File: src/rtl/cam_hostport_pkg.sv
package cam_hostport_pkg;

  // Cycle type is the pair {cmd_n, wr_n} taken while en_n is low.
  typedef enum logic [1:0] {
    CYC_CMD_WR = 2'b00,
    CYC_CMD_RD = 2'b01,
    CYC_DAT_WR = 2'b10,
    CYC_DAT_RD = 2'b11
  } cyc_e;

  // Persistent data source/destination codes.
  typedef enum logic [2:0] {
    DT_CMP     = 3'd0,
    DT_MSK1    = 3'd1,
    DT_MSK2    = 3'd2,
    DT_ARR_ADR = 3'd3,
    DT_ARR_NFA = 3'd4,
    DT_ARR_MAT = 3'd5
  } dtgt_e;

  // Command write targets; the first five index the configuration bank.
  localparam int unsigned CFG_N = 5;
  typedef enum logic [2:0] {
    CFG_ADDR  = 3'd0,
    CFG_CTRL  = 3'd1,
    CFG_PAGE  = 3'd2,
    CFG_SEG   = 3'd3,
    CFG_DSEL  = 3'd4,
    CFG_INSTR = 3'd5,
    CFG_NONE  = 3'd6
  } cwt_e;

  // Command read sources; codes 0..7 equal the override target field.
  typedef enum logic [3:0] {
    CR_ADDR  = 4'd0,
    CR_CTRL  = 4'd1,
    CR_PAGE  = 4'd2,
    CR_SEG   = 4'd3,
    CR_DSEL  = 4'd4,
    CR_NFA   = 4'd5,
    CR_PS    = 4'd6,
    CR_PD    = 4'd7,
    CR_ST_LO = 4'd8,
    CR_ST_HI = 4'd9
  } crs_e;

  // Instruction word fields.
  localparam int unsigned ADR_FLAG_BIT = 11;
  localparam int unsigned OP_LSB       = 8;
  localparam int unsigned OP_W         = 3;
  localparam int unsigned TG_W         = 4;

  localparam logic [OP_W-1:0] OP_OVR = 3'd1;
  localparam logic [OP_W-1:0] OP_SPS = 3'd2;
  localparam logic [OP_W-1:0] OP_SPD = 3'd3;

  localparam logic [TG_W-1:0] OV_DSEL    = 4'd4;
  localparam logic [TG_W-1:0] OV_LAST    = 4'd7;
  localparam logic [TG_W-1:0] DT_LAST    = 4'd5;
  localparam logic [TG_W-1:0] DT_NFA_TG  = 4'd4;

endpackage

File: src/rtl/cam_cycle_decode.sv
module cam_cycle_decode
  import cam_hostport_pkg::*;
#(
  parameter int unsigned W = 16
) (
  input  logic         en_n,
  input  logic         cmd_n,
  input  logic         wr_n,
  input  logic [W-1:0] devsel,
  input  logic [W-1:0] page,
  output logic         active,
  output cyc_e         cyc,
  output logic         wr_ok,
  output logic         rd_ok
);

  localparam logic [W-1:0] WRITE_ONLY = '1;

  logic same_page;
  logic wonly;

  assign active    = ~en_n;
  assign cyc       = cyc_e'({cmd_n, wr_n});
  assign same_page = (devsel == page);
  assign wonly     = (devsel == WRITE_ONLY);
  assign wr_ok     = same_page | wonly;
  assign rd_ok     = same_page & ~wonly;

endmodule

File: src/rtl/cam_target_ctrl.sv
module cam_target_ctrl
  import cam_hostport_pkg::*;
#(
  parameter int unsigned W = 16
) (
  input  logic         clk,
  input  logic         rst_n,
  input  logic         active,
  input  cyc_e         cyc,
  input  logic         wr_ok,
  input  logic         rd_ok,
  input  logic [W-1:0] din,
  output logic         cw_go,
  output cwt_e         cw_tgt,
  output logic         cr_go,
  output crs_e         cr_src,
  output logic         dw_go,
  output logic         dr_go,
  output dtgt_e        ps,
  output dtgt_e        pd,
  output logic [W-1:0] ps_word,
  output logic [W-1:0] pd_word
);

  localparam int unsigned PAD = W - OP_LSB - OP_W;
  localparam logic [W-1:0] PS_RST = {{PAD{1'b0}}, OP_SPS, {OP_LSB{1'b0}}};
  localparam logic [W-1:0] PD_RST = {{PAD{1'b0}}, OP_SPD, {OP_LSB{1'b0}}};

  logic            adr_flag;
  logic            ovr_v;
  logic [TG_W-1:0] ovr_t;
  logic            st_hi;

  logic [OP_W-1:0] op;
  logic [TG_W-1:0] tg;
  logic            dsel_ovr_word;
  logic            cmd_cyc;
  logic            ins_load;
  logic            ps_ok;
  logic            pd_ok;

  assign op            = din[OP_LSB +: OP_W];
  assign tg            = din[TG_W-1:0];
  assign dsel_ovr_word = (op == OP_OVR) && (tg == OV_DSEL);
  assign cmd_cyc       = active && ((cyc == CYC_CMD_WR) || (cyc == CYC_CMD_RD));

  // Command write target: override, then address flag, then instruction.
  always_comb begin
    if (ovr_v) begin
      cw_tgt = (ovr_t < TG_W'(CFG_N)) ? cwt_e'(ovr_t[2:0]) : CFG_NONE;
    end else if (adr_flag) begin
      cw_tgt = CFG_ADDR;
    end else begin
      cw_tgt = CFG_INSTR;
    end
  end

  // Command read source: override, then status phase.
  always_comb begin
    if (ovr_v) begin
      cr_src = crs_e'(ovr_t);
    end else if (st_hi) begin
      cr_src = CR_ST_HI;
    end else begin
      cr_src = CR_ST_LO;
    end
  end

  assign cw_go = active && (cyc == CYC_CMD_WR) && (cw_tgt != CFG_NONE) &&
                 (wr_ok || (cw_tgt == CFG_DSEL) ||
                  ((cw_tgt == CFG_INSTR) && dsel_ovr_word));
  assign cr_go = active && (cyc == CYC_CMD_RD) && rd_ok;
  assign dw_go = active && (cyc == CYC_DAT_WR) && wr_ok;
  assign dr_go = active && (cyc == CYC_DAT_RD) && rd_ok;

  assign ins_load = cw_go && (cw_tgt == CFG_INSTR);
  assign ps_ok    = (tg <= DT_LAST) && (tg != DT_NFA_TG);
  assign pd_ok    = (tg <= DT_LAST);

  always_ff @(posedge clk) begin
    if (!rst_n) begin
      adr_flag <= 1'b0;
      ovr_v    <= 1'b0;
      ovr_t    <= '0;
      st_hi    <= 1'b0;
      ps       <= DT_CMP;
      pd       <= DT_CMP;
      ps_word  <= PS_RST;
      pd_word  <= PD_RST;
    end else if (active) begin
      adr_flag <= ins_load && din[ADR_FLAG_BIT];
      st_hi    <= cr_go && (cr_src == CR_ST_LO);
      if (ins_load && (op == OP_OVR) && (tg <= OV_LAST)) begin
        ovr_v <= 1'b1;
        ovr_t <= tg;
      end else if (cmd_cyc) begin
        ovr_v <= 1'b0;
      end
      if (ins_load && (op == OP_SPS) && ps_ok) begin
        ps      <= dtgt_e'(tg[2:0]);
        ps_word <= din;
      end
      if (ins_load && (op == OP_SPD) && pd_ok) begin
        pd      <= dtgt_e'(tg[2:0]);
        pd_word <= din;
      end
    end
  end

endmodule

File: src/rtl/cam_cfg_regs.sv
module cam_cfg_regs
  import cam_hostport_pkg::*;
#(
  parameter int unsigned    W        = 16,
  parameter logic [W-1:0]   PAGE_RST = '0
) (
  input  logic                     clk,
  input  logic                     rst_n,
  input  logic                     we,
  input  cwt_e                     sel,
  input  logic [W-1:0]             d,
  output logic [CFG_N-1:0][W-1:0]  q
);

  for (genvar g = 0; g < CFG_N; g++) begin : g_reg
    localparam logic [W-1:0] RST_VAL =
      ((g == int'(CFG_PAGE)) || (g == int'(CFG_DSEL))) ? PAGE_RST : '0;
    always_ff @(posedge clk) begin
      if (!rst_n) begin
        q[g] <= RST_VAL;
      end else if (we && (sel == cwt_e'(g))) begin
        q[g] <= d;
      end
    end
  end

endmodule

File: src/rtl/cam_hostport.sv
module cam_hostport
  import cam_hostport_pkg::*;
#(
  parameter int unsigned  W        = 16,
  parameter logic [W-1:0] PAGE_RST = '0
) (
  input  logic           clk,
  input  logic           rst_n,
  input  logic           en_n,
  input  logic           cmd_n,
  input  logic           wr_n,
  input  logic [W-1:0]   dq_in,
  output logic [W-1:0]   dq_out,
  output logic           dq_oe,
  output logic           dat_wr,
  output logic           dat_rd,
  output logic [2:0]     dat_tgt,
  input  logic [W-1:0]   dat_rdata,
  input  logic [2*W-1:0] status_in,
  input  logic [W-1:0]   nfa_in,
  output logic [W-1:0]   cfg_addr,
  output logic [W-1:0]   cfg_ctrl,
  output logic [W-1:0]   cfg_page,
  output logic [W-1:0]   cfg_seg,
  output logic [W-1:0]   cfg_devsel
);

  logic                    active;
  cyc_e                    cyc;
  logic                    wr_ok;
  logic                    rd_ok;
  logic                    cw_go;
  cwt_e                    cw_tgt;
  logic                    cr_go;
  crs_e                    cr_src;
  logic                    dw_go;
  logic                    dr_go;
  dtgt_e                   ps;
  dtgt_e                   pd;
  logic [W-1:0]            ps_word;
  logic [W-1:0]            pd_word;
  logic [CFG_N-1:0][W-1:0] cfg_q;
  logic                    cfg_we;
  logic [W-1:0]            cmd_rdata;

  cam_cycle_decode #(.W(W)) u_dec (
    .en_n   (en_n),
    .cmd_n  (cmd_n),
    .wr_n   (wr_n),
    .devsel (cfg_q[CFG_DSEL]),
    .page   (cfg_q[CFG_PAGE]),
    .active (active),
    .cyc    (cyc),
    .wr_ok  (wr_ok),
    .rd_ok  (rd_ok)
  );

  cam_target_ctrl #(.W(W)) u_ctl (
    .clk     (clk),
    .rst_n   (rst_n),
    .active  (active),
    .cyc     (cyc),
    .wr_ok   (wr_ok),
    .rd_ok   (rd_ok),
    .din     (dq_in),
    .cw_go   (cw_go),
    .cw_tgt  (cw_tgt),
    .cr_go   (cr_go),
    .cr_src  (cr_src),
    .dw_go   (dw_go),
    .dr_go   (dr_go),
    .ps      (ps),
    .pd      (pd),
    .ps_word (ps_word),
    .pd_word (pd_word)
  );

  assign cfg_we = cw_go && (cw_tgt != CFG_INSTR);

  cam_cfg_regs #(.W(W), .PAGE_RST(PAGE_RST)) u_cfg (
    .clk   (clk),
    .rst_n (rst_n),
    .we    (cfg_we),
    .sel   (cw_tgt),
    .d     (dq_in),
    .q     (cfg_q)
  );

  always_comb begin
    case (cr_src)
      CR_ADDR:  cmd_rdata = cfg_q[CFG_ADDR];
      CR_CTRL:  cmd_rdata = cfg_q[CFG_CTRL];
      CR_PAGE:  cmd_rdata = cfg_q[CFG_PAGE];
      CR_SEG:   cmd_rdata = cfg_q[CFG_SEG];
      CR_DSEL:  cmd_rdata = cfg_q[CFG_DSEL];
      CR_NFA:   cmd_rdata = nfa_in;
      CR_PS:    cmd_rdata = ps_word;
      CR_PD:    cmd_rdata = pd_word;
      CR_ST_HI: cmd_rdata = status_in[2*W-1:W];
      default:  cmd_rdata = status_in[W-1:0];
    endcase
  end

  assign dq_oe   = cr_go | dr_go;
  assign dq_out  = cr_go ? cmd_rdata : (dr_go ? dat_rdata : '0);
  assign dat_wr  = dw_go;
  assign dat_rd  = dr_go;
  assign dat_tgt = (cyc == CYC_DAT_WR) ? pd : ps;

  assign cfg_addr   = cfg_q[CFG_ADDR];
  assign cfg_ctrl   = cfg_q[CFG_CTRL];
  assign cfg_page   = cfg_q[CFG_PAGE];
  assign cfg_seg    = cfg_q[CFG_SEG];
  assign cfg_devsel = cfg_q[CFG_DSEL];

endmodule

File: config.mk
export PLATFORM = sky130hd
export DESIGN_NAME = cam_hostport
export DESIGN_NICKNAME = d
export VERILOG_FILES = /design/src/rtl/cam_hostport_pkg.sv /design/src/rtl/cam_cycle_decode.sv /design/src/rtl/cam_target_ctrl.sv /design/src/rtl/cam_cfg_regs.sv /design/src/rtl/cam_hostport.sv
export SDC_FILE = /design/constraint.sdc
export NUM_CORES = 1
export LEC_CHECK = 0
export CELL_PAD_IN_SITES_DETAIL_PLACEMENT = 0
export CELL_PAD_IN_SITES_GLOBAL_PLACEMENT = 1
export CORE_MARGIN = 2
export CORE_UTILIZATION = 33
export DETAILED_ROUTE_END_ITERATION = 16
export PLACE_DENSITY_LB_ADDON = 0.1
export SLEW_MARGIN = 20
export SYNTH_ARGS = -nofsm -noshare
export SYNTH_HDL_FRONTEND = slang
export SYNTH_HIERARCHICAL = 1
export SYNTH_SLANG_ARGS = --single-unit
File: constraint.sdc
create_clock -name clk -period 2.4 [get_ports clk]
set_input_delay 0.48 -clock clk [delete_from_list [all_inputs] [get_ports clk]]
set_output_delay 0.48 -clock clk [all_outputs]
set_load 0.05 [all_outputs]
Word-level counts from Yosys, hierarchy flattened
Cells that the tools add are included.
{ "totals": {"output_inout_bits": 102, "in_bits": 85, "ff_bits": 125} }
{ "op_classes": {"mux": 11, "eq_ne": 26, "reduce_logical": 39, "n_bitwise": 5, "order_cmp": 3} }
{ "ops": {"columns": ["op", "count"], "rows": [
  ["$pmux W16 S9", 1],
  ["$mux W16", 2],
  ["$logic_and A1 B1 Y1", 28],
  ["$eq A4 B3 Y1 const B", 5],
  ["$eq A16 B16 Y1", 1],
  ["$eq A16 B16 Y1 const B", 1],
  ["$eq A3 B2 Y1 const B", 4],
  ["$mux W3", 4],
  ["$eq A4 B2 Y1 const B", 2],
  ["$eq A4 B4 Y1 const B", 2],
  ["$le A4 B3 Y1 const B", 2],
  ["$reduce_and A2 Y1", 4],
  ["$eq A3 B1 Y1 const B", 2],
  ["$eq A3 B3 Y1 const B", 2],
  ["$ne A3 B3 Y1 const B", 2],
  ["$eq A2 B2 Y1 const B", 2],
  ["$eq A4 B1 Y1 const B", 1],
  ["$logic_not A4 Y1", 1],
  ["$lt A4 B3 Y1 const B", 1],
  ["$mux W4", 1],
  ["$ne A4 B3 Y1 const B", 1],
  ["$logic_not A3 Y1", 1],
  ["$logic_or A1 B1 Y1", 3],
  ["$mux W1", 3],
  ["other kinds (6)", 8]
]} }

Depth between registers and ports, before layout
{ "depth": {"ltp_word": 12, "ltp_mapped": 12, "mapped_depth_nobuf": 10} }

Modules after synthesis
The synthesis kept the hierarchy.
{ "modules_own_cells": {"columns": ["module", "area_per_inst_um2", "cells_each", "instances"], "rows": [
  ["cam_cfg_regs", 2986.6, 282, 1],
  ["cam_hostport", 1898.1, 279, 1],
  ["cam_target_ctrl", 1674.1, 178, 1],
  ["cam_cycle_decode", 256.5, 31, 1]
]} }

Worst setup path after synthesis
No wires, ideal clock.
{ "synth_timing": {"path_type": "reg2out", "start": "reg u_cfg/q[77] in the netlist's numbering", "end": "out dq_out[11]", "arrival_time_ps": 3667, "setup_slack_ps": -1747, "required_time_ps": 1920, "path_stages_with_launch": 12, "n_path_buf": 2, "path_cell_list": "dfxtp_1 -> xor2_1 -> nor4_2 -> nand4_1 -> nor2_1 -> nand2_1 -> nor2_1 -> clkbuf_1 -> clkbuf_1 -> a21oi_1 -> a21o_1 -> a21oi_1"} }
{ "synth_between": {"elab_chain_len": 6} }
{ "synth_lines": {"columns": ["item", "line_no", "rtl"], "rows": [
  ["from (decl)", "cam_cfg_regs.sv:12", "output logic [CFG_N-1:0][W-1:0] q"],
  ["from (signal, indexed assignment)", "cam_cfg_regs.sv:20", "q[g] <= RST_VAL;"],
  ["from (signal, indexed assignment)", "cam_cfg_regs.sv:22", "q[g] <= d;"],
  ["$eq A16 B16 Y1", "cam_cycle_decode.sv:25", "assign wonly = (devsel == WRITE_ONLY);"],
  ["$not A1 Y1", "cam_cycle_decode.sv:27", "assign rd_ok = same_page & ~wonly;"],
  ["$and A1 B1 Y1 *", "cam_cycle_decode.sv:27", null],
  ["via rd_ok", "cam_hostport.sv:31", "logic rd_ok;"],
  ["$logic_and A1 B1 Y1 *", "cam_target_ctrl.sv:74", "assign dr_go = active && (cyc == CYC_DAT_RD) && rd_ok;"],
  ["via dat_rd", "cam_hostport.sv:16", "output logic dat_rd,"],
  ["$mux W16 * (2 in series)", "cam_hostport.sv:105", "assign dq_out = cr_go ? cmd_rdata : (dr_go ? dat_rdata : '0);"],
  ["to (decl)", "cam_hostport.sv:13", "output logic [W-1:0] dq_out,"]
]} }
The timed path passes the listed nets; every way through them passes the cells marked *.

Final worst setup path
{ "layout_timing": {"start": "reg u_cfg/q[43] in the netlist's numbering", "end": "out dq_out[10]"} }
{ "layout_lines": {"columns": ["item", "line_no", "rtl"], "rows": [
  ["$eq A16 B16 Y1", "cam_cycle_decode.sv:24", "assign same_page = (devsel == page);"],
  ["$and A1 B1 Y1", "cam_cycle_decode.sv:27", null],
  ["via rd_ok", "cam_hostport.sv:31", null],
  ["$logic_and A1 B1 Y1", "cam_target_ctrl.sv:72", "assign cr_go = active && (cyc == CYC_CMD_RD) && rd_ok;"],
  ["via cr_go", "cam_hostport.sv:34", "logic cr_go;"],
  ["$mux W16", "cam_hostport.sv:105", null]
]} }
The timed path passes the listed nets, and every way through them passes these cells.

==> impl_results.md <==
- Outcome: finished, violations left
- Failing checks: negative setup slack
- Post-Syn Area: 6820 um^2
- Final Critical Period: between 3 and 4 ns
- HPWL after detailed placement: 21,100 um
- Clk buf depth: 2
- Static Leakage: roughly 4.5 nW
- Fin cells: 1,317
- Grt ovf: 0
- Peak supply drop: approximately 0.47 mV
- Die height: about 150 um
- RSZ-0062 raised after global routing: yes
- # fillers: 1,846
- Hold_sp: rst_n
- Max-cap violation count: 0
- Multi-input gate area: between 4000 and 5000 um^2
- CTS buffer count: 17
- Hold-fix buffers, CTS: 0
- Slew margin rel.: between 60% and 70%
- DRC viols: 0
- Port Buffers: 186
- CP required: roughly 1.9 ns
- Rows: 52
- Synth area leader: dfxtp_1
- Final setup violation count: 70
- Hold Path Class: in -> reg
- Clk_skew: 0.00898 ns
- Syn Inst Count: 770
- Die ar.: 21,800 um^2
- Number of enable flip-flop cells after synthesis: 0
- Starting Density: between 30% and 40%
- Synth cell types: between 60 and 70
- Drt pass-1 iters: 5
- Clock tree from TritonCTS: done
- Synth top area share: 35.0%
- Peak Freq: 303 MHz
- Antenna cell count: 0
- Routability-driven placement congestion ratio: around 0.83
- Routed wire per std cell: 20.6 um
- Worst slew pin tran: roughly 0.52 ns
- Number of instances in the placed design: ~1,300
- Avg Cell Area, Syn: a little under 9 um^2
- Critical path fanouts, max: 7
- Layout cells sized above 1: between 20% and 30%
- Worst skew pair latency: roughly 0.42 ns
- Layout area overhead: 58.2%
- DRT antenna net count: 0
- Synthesized net count: 855
- Final hold violations: 0
- Total chip power: a little over 5 mW
- Clk sinks: about 120
- Final WL: 27,200 um
- CP Capture Type: output pin
- Final nets: ~1,100
- Die Wd: about 150 um
- Synth warn: 6
- Via count: ~6,700
- Clock root buffer master: clkbuf_16
- Initial antenna violation count: 0
- Vias in the first global route: approximately 6,600
- Worst setup margin: -0.899 ns
- Htree depth: 4
- Synth Flop Type: dfxtp_1
- Yosys reg bits: 119
- Setup TNS Final: -17.71 ns
- Final Max Slew Viols: 0
- WS Path Type: reg -> out
- Most numerous cell in the Yosys netlist: nand2_1
- FFs w/ async S/R, synth: 0%
- Top cells by count, synth: nand2_1, mux2i_1, dfxtp_1
- Largest net degree at the start of global routing: slightly below 50
- Core box area: approximately 20,000 um^2
- Seq. cell area: around 2500 um^2
- P per Cell Area: roughly 480 nW/um^2
- First-pass GRT wire length: 40,400 um
- Crit path from: u_cfg/q[43]$_SDFFE_PN0P_
- Synth area leaders: dfxtp_1, mux2i_1, nand2_1
- Final Cycle Share: 137%
- Finished Core Util: between 50% and 60%
- Vias per cell: around 5.1
- Seq/Total Area, Yosys: between 30% and 40%
- Reg clk slew, reported paths: 0.06 ns
- DRT iter0 DRCs: 420
- Crit Reg-Reg Startpoint: u_cfg/q[69]$_SDFFE_PN0P_
- IO Pins: around 190
- Type of origin of the critical path: flop
- Hold Slack: 0.444 ns
- GRT Overall Usage: 24.5%
- WP data arrival: about 2.8 ns
placed cells by master (no fill, tap or decap), types with 4 or more instances in the layout:
| master | count |
|---|---|
| clkdlybuf4s50_1 | 163 |
| nand2_1 | 143 |
| mux2i_1 | 137 |
| buf_4 | 116 |
| dfxtp_1 | 87 |
| a21oi_1 | 25 |
| buf_6 | 20 |
| dfxtp_4 | 20 |
| a21o_1 | 19 |
| inv_1 | 19 |
| clkbuf_16 | 19 |
| buf_12 | 17 |
| xor2_1 | 15 |
| nor2_1 | 14 |
| o21ai_1 | 13 |
| nand3b_1 | 13 |
| dfxtp_2 | 12 |
| o211ai_1 | 11 |
| nand3_1 | 11 |
| nand2b_1 | 10 |
| a31oi_1 | 9 |
| nor2b_1 | 8 |
| a21oi_4 | 8 |
| o21ai_0 | 8 |
| inv_6 | 8 |
| mux2_2 | 7 |
| a22oi_1 | 7 |
| a31oi_4 | 7 |
| a22o_1 | 7 |
| a221oi_1 | 7 |
| o22ai_1 | 5 |
| nand4_1 | 5 |
| and2_1 | 4 |
registers in the layout (all words and copies together) (netlist names), 2 cells and up:
name,flops
u_ctl/ps,2
u_ctl/pd,2
u_cfg/q,80
u_ctl/ovr_t,4
u_ctl/pd_word,14
u_ctl/ps_word,14
where the power goes:
part,switching [mW],leakage [nW],internal [mW]
logic,0.304,3.25,0.284
clock network,1.03,0.301,1.58
registers,0.00108,0.981,1.95
total,1.33,4.53,3.81
critical path: stages (launching register included):
cell and delay (ns):
dfxtp_4 0.35, xor2_2 0.18, nor4_4 0.31, nand4_1 0.17, nor2_2 0.15, buf_6 0.13, nand2_4 0.05, nor2_4 0.08
buf_6 0.14, buf_4 0.12, buf_4 0.15, o221a_1 0.28, a31oi_4 0.10, buf_6 0.16
per-stage QoR:
stage               worst slack (ns)  instance area, um^2
finish                        -0.899                10800
global placement              -0.567                 9970
detailed placement            -0.554                 9970
CTS                           -0.930                10700
global route                   -1.02                10800
floorplan                     -0.431                 7130
what timing repair did:
item | in CTS | in global routing
cloned | 0 | 1
resized for setup | 22 | 15
setup buffers | 0 | 4
setup endpoints to repair | 61 | 128
pin swaps | 0 | 11
final cells by class:
cell class / count / area share [%]
clock inverter: 12 / 1.16
timing repair buffer: 317 / 28.7
tap: 270 / 3.13
inverter: 21 / 0.731
multi-input combinational: 558 / 38.9
clock buffer: 20 / 4.43
sequential: 119 / 22.9
metal layers:
| layer | share of wire [%] | wire, um | GRT usage [%] | vias up |
|---|---|---|---|---|
| met5 | 0 | 0 | 0 | - |
| met4 | 1.3 | 364 | 7.07 | 0 |
| met3 | 6.7 | 1830 | 4.91 | 26 |
| met2 | 43 | 11700 | 36.4 | 247 |
| met1 | 49 | 13300 | 35.9 | 3196 |
| li1 | - | - | - | 3246 |
cells by family after synthesis:
| family | count (synthesis) | share of synthesized area (%) |
|---|---|---|
| flip-flops | 119 | 35.0 |
| AO/OA/AOI/OAI | 145 | 14.5 |
| AND/OR/NAND/NOR | 252 | 18.8 |
| XOR/XNOR | 16 | 2.06 |
| multiplexers | 145 | 21.4 |
| buffers and inverters | 93 | 8.30 |
path summary, 6_finish.rpt:
| path | slack, ns | end | depth (start not counted) |
|---|---|---|---|
| worst min register to register | 0.45 | u_ctl/pd_word[8]$_SDFFE_PN1P_ | 1 |
| worst min-delay path | 0.44 | u_ctl/pd_word[9]$_SDFFE_PN1P_ | 2 |
| worst max register to register | -0.11 | u_cfg/q[2]$_SDFFE_PN0P_ | 11 |
| worst max-delay path | -0.90 | dq_out[10] | 13 |
No activity file was read; power rests on OpenSTA's default activity.
